`config.mk`:
```
export PLATFORM = sky130hd
export DESIGN_NAME = i2c_addr_match
export DESIGN_NICKNAME = d
export VERILOG_FILES = /design/src/rtl/i2c_addr_match.sv
export SDC_FILE = /design/constraint.sdc
export NUM_CORES = 1
export LEC_CHECK = 0
export BUFFER_PORTS_ARGS = -buffer_cell sky130_fd_sc_hd__buf_4
export CORE_MARGIN = 2
export CORE_UTILIZATION = 45
export DETAILED_ROUTE_END_ITERATION = 10
export PLACE_DENSITY = 0.85
export SETUP_SLACK_MARGIN = 0.15
export SLEW_MARGIN = 5
export SYNTH_ARGS = -nofsm -noshare
export SYNTH_HDL_FRONTEND = slang
export SYNTH_SLANG_ARGS = --single-unit
```
`constraint.sdc`:
```
create_clock -name clk -period 4.53 [get_ports clk]
set_clock_uncertainty 0.1 [all_clocks]
set_input_delay 0.453 -clock clk [delete_from_list [all_inputs] [get_ports clk]]
set_output_delay 0.453 -clock clk [all_outputs]
set_load 0.02 [all_outputs]
```
`src/rtl/i2c_addr_match.sv`:
```
module i2c_addr_match #(
  parameter int          SUB_N    = 3,
  parameter logic [2:0]  FIX_HI   = 3'b100,
  parameter logic [6:0]  RST_ADDR = 7'h4B,
  parameter logic [7:0]  KEY_A    = 8'hA5,
  parameter logic [7:0]  KEY_B    = 8'h5A
) (
  input  logic               clk,
  input  logic               rst_n,
  input  logic               start_i,
  input  logic               stop_i,
  input  logic               byte_vld_i,
  input  logic [7:0]         byte_i,
  input  logic [3:0]         pins_i,
  input  logic [3:0]         all_addr_i,
  input  logic               all_en_i,
  input  logic [4*SUB_N-1:0] sub_addr_i,
  input  logic [SUB_N-1:0]   sub_en_i,
  output logic               ack_o,
  output logic               sel_o,
  output logic               rw_o,
  output logic               swreset_o
);

  typedef enum logic [2:0] {S_IDLE, S_ADDR, S_SEL, S_K1, S_K2, S_KOK} st_t;

  st_t  st;
  logic ack_q, rw_q, rst_q;
  logic [SUB_N-1:0] sub_hit;

  for (genvar k = 0; k < SUB_N; k++) begin : g_sub
    assign sub_hit[k] = sub_en_i[k] && (byte_i[7:1] == {FIX_HI, sub_addr_i[4*k +: 4]});
  end

  wire is_rst  = byte_i[7:1] == RST_ADDR;
  wire own_hit = byte_i[7:1] == {FIX_HI, pins_i};
  wire all_hit = all_en_i && (byte_i[7:1] == {FIX_HI, all_addr_i});
  wire any_hit = own_hit || all_hit || (|sub_hit);

  always_ff @(posedge clk) begin
    if (!rst_n) begin
      st    <= S_IDLE;
      ack_q <= 1'b0;
      rw_q  <= 1'b0;
      rst_q <= 1'b0;
    end else begin
      ack_q <= 1'b0;
      rst_q <= 1'b0;
      if (start_i) begin
        st <= S_ADDR;
      end else if (stop_i) begin
        rst_q <= (st == S_KOK);
        st    <= S_IDLE;
      end else if (byte_vld_i) begin
        case (st)
          S_ADDR: begin
            if (is_rst) begin
              ack_q <= ~byte_i[0];
              st    <= byte_i[0] ? S_IDLE : S_K1;
            end else if (any_hit) begin
              ack_q <= 1'b1;
              rw_q  <= byte_i[0];
              st    <= S_SEL;
            end else begin
              st <= S_IDLE;
            end
          end
          S_SEL: ack_q <= ~rw_q;
          S_K1: begin
            ack_q <= (byte_i == KEY_A);
            st    <= (byte_i == KEY_A) ? S_K2 : S_IDLE;
          end
          S_K2: begin
            ack_q <= (byte_i == KEY_B);
            st    <= (byte_i == KEY_B) ? S_KOK : S_IDLE;
          end
          default: st <= S_IDLE;
        endcase
      end
    end
  end

  assign ack_o     = ack_q;
  assign sel_o     = (st == S_SEL);
  assign rw_o      = rw_q;
  assign swreset_o = rst_q;

endmodule


```
==> impl_metrics.json <==
{
  "cts.sinks": 6,
  "postCtsHoldBufs": 0,
  "fin_crit_sh_pct": 36.9,
  "cts.repair.resized": 0,
  "grt_max_degree": 9,
  "hold_class": "primary input to register",
  "grt.total_usage_pct": 19.9,
  "drc_errors": 0,
  "clk_pin_slew_worst_paths_ps": 40,
  "avgSynthCellArea_um2": 8.42,
  "period_needed_ps": 1670,
  "syn_to_final_growth_pct": 42.6,
  "clk_latency_ps": 240,
  "numPortBuffers": 40,
  "peakVddDrop_v": 0.000136,
  "relSlewSlack_pct": 69.0,
  "antenna_found_initial": 0,
  "holdPathStages": 2,
  "synth_common_cells": "xor2_1, nor2_1, nand2_1",
  "setup_viol": 0,
  "dieArea_um2": 1840,
  "synth-seq-cells": 6,
  "std_cell_rows": 14,
  "synthTopCellsByArea": "xor2_1, dfxtp_1, xnor2_1",
  "wire_per_inst_um": 12.8,
  "cts_tree": "built",
  "globalplace.congestion": 0.784,
  "wl_um": 1730,
  "vias": 733,
  "grt_pass1_wl_um": 2810,
  "power-per-cell-area_nw_per_um2": 170,
  "crit_required_ps": 4600,
  "rsz0062_at_grt": "no",
  "synth_edf_count": 0,
  "syn-cell-area_um2": 682,
  "clk_path_buf_depth": 2,
  "coreArea_um2": 1450,
  "drt_iter0_drc": 7,
  "rr_endpoint": "st[2]$_SDFFE_PP0P_",
  "start_util_pct": 46.9,
  "crit_type": "register to register",
  "hold_violations": 0,
  "grt_overflow": 0,
  "syn_nets": 118,
  "worst_slew_pin_slew_ps": 459,
  "syn_inst": 81,
  "synth-main-ff-cell": "dfxtp_1",
  "cts.htree.levels": 1,
  "reg2regPathDepth": 4,
  "nets": 158,
  "post_dp_cell_area_um2": 950,
  "drive_gt1_share_pct": 42.0,
  "setup_ws_ps": 2860,
  "synth.largest_area_cell": "xor2_1",
  "diodes": 0,
  "min_to": "st[0]$_SDFFE_PN0P_",
  "min-delay-start": "start_i",
  "seq_area_frac_synth_pct": 17.6,
  "arrival_ps": 1750,
  "p_leak_nw": 0.432,
  "ant_nets": 0,
  "numCtsBuffers": 3,
  "ys_warn_count": 0,
  "tns_ps": 0,
  "r2r_start": "st[2]$_SDFFE_PP0P_",
  "fin_area_um2": 972,
  "die_w_um": 42.9,
  "dr.pass1.iters": 4,
  "synth_most_common_cell": "xor2_1",
  "maxCapViolCount": 0,
  "cp-start-kind": "register",
  "routed_via_density": 5.43,
  "die_h_um": 42.9,
  "fmax_ghz": 0.598,
  "slew_violations": 0,
  "synth_cell_types": 32,
  "hpwl_um": 1460,
  "crit_fanout": 7,
  "r2r_slack_ps": 2860,
  "dpl_worst_slack_ps": 2700,
  "synth_top_area_share_pct": 19.3,
  "cts-root-buf": "clkbuf_4",
  "ios": 41,
  "post-cts-setup-buffers": 0,
  "status": "completed",
  "grt_pass1_vias": 683,
  "critPathCaptureType": "register",
  "postSynth.asyncResetShare_pct": 0
}
[cell families (layout without fill, tap and decap cells)]
logic type / Yosys count / count (layout) / share of synthesized area [%]
flip-flops: 6 / 6 / 17.6
AO/OA/AOI/OAI: 10 / 10 / 12.5
AND/OR/NAND/NOR: 38 / 38 / 34.7
XOR/XNOR: 21 / 21 / 27.0
buffers and inverters: 6 / 44 / 8.25
[cell type report]
| type | count | area (um^2) |
|---|---|---|
| clock buffers | 3 | 22.5 |
| fillers | 136 | 482 |
| inverters | 1 | 3.75 |
| multi-input cells | 69 | 505 |
| flip-flops and latches | 6 | 120 |
| well taps | 16 | 20.0 |
| repair buffers | 40 | 300 |
[critical path, stage by stage (launching register included)]
cell       delay (ps)
dfxtp_1           360
nand4bb_1         280
o41ai_1           530
nand4b_1          150
a21oi_1           170
[metal layers]
layer | track usage (%) | share of wire [%] | vias up
met5 | 0 | 0 | -
li1 | - | - | 367
met4 | 6.88 | 1.6 | 0
met2 | 33.0 | 51 | 26
met1 | 24.5 | 42 | 336
met3 | 5.11 | 5.6 | 4
[worst max path at each step]
stage                                  start                 end  slack (ps)  cells after the start
after floorplan                    byte_i[2]  st[1]$_SDFFE_PP0P_        2850                      7
after global placement             byte_i[2]  st[1]$_SDFFE_PP0P_        2750                      7
after detailed placement           byte_i[2]  st[1]$_SDFFE_PP0P_        2700                      7
after CTS                 st[2]$_SDFFE_PP0P_  st[2]$_SDFFE_PP0P_        2900                      4
after global routing      st[2]$_SDFFE_PP0P_  st[2]$_SDFFE_PP0P_        2780                      4
final                     st[2]$_SDFFE_PP0P_  st[2]$_SDFFE_PP0P_        2860                      4
[where the power goes]
| group | internal (mW) | switching (mW) | total (mW) |
|---|---|---|---|
| clock network | 0.0300 | 0.0191 | 0.0491 |
| logic | 0.0350 | 0.0261 | 0.0611 |
| registers | 0.0538 | 0.00133 | 0.0551 |
| total | 0.119 | 0.0465 | 0.165 |
[per-stage QoR]
| step | instances | utilization [%] | hold slack [ps] | total power [mW] |
|---|---|---|---|---|
| after floorplan | 81 | - | 387 | 0.0891 |
| after CTS | 135 | 66.9 | 337 | 0.168 |
| final | 135 | 66.9 | 341 | 0.165 |
| after detailed placement | 132 | 65.3 | 455 | 0.117 |
| after global placement | 132 | 65.3 | 431 | 0.115 |
| after global routing | 135 | 66.9 | 347 | 0.175 |
[registers in the layout (all words and copies together), names as in the netlist]
register,flops
ack_o,1
rw_o,1
st,3
swreset_o,1
[placed cells by master, fill, tap and decap left out, drive strengths merged, types with 2 or more instances in the layout]
cell	instances
nor3	4
xor2	15
nand2	7
xnor2	6
nor2	10
clkbuf	3
a21oi	3
nand4b	2
buf	40
dfxtp	6
nand4	4
nand3	2
a311oi	2
Note: power is estimated with default switching activity, not from simulation.
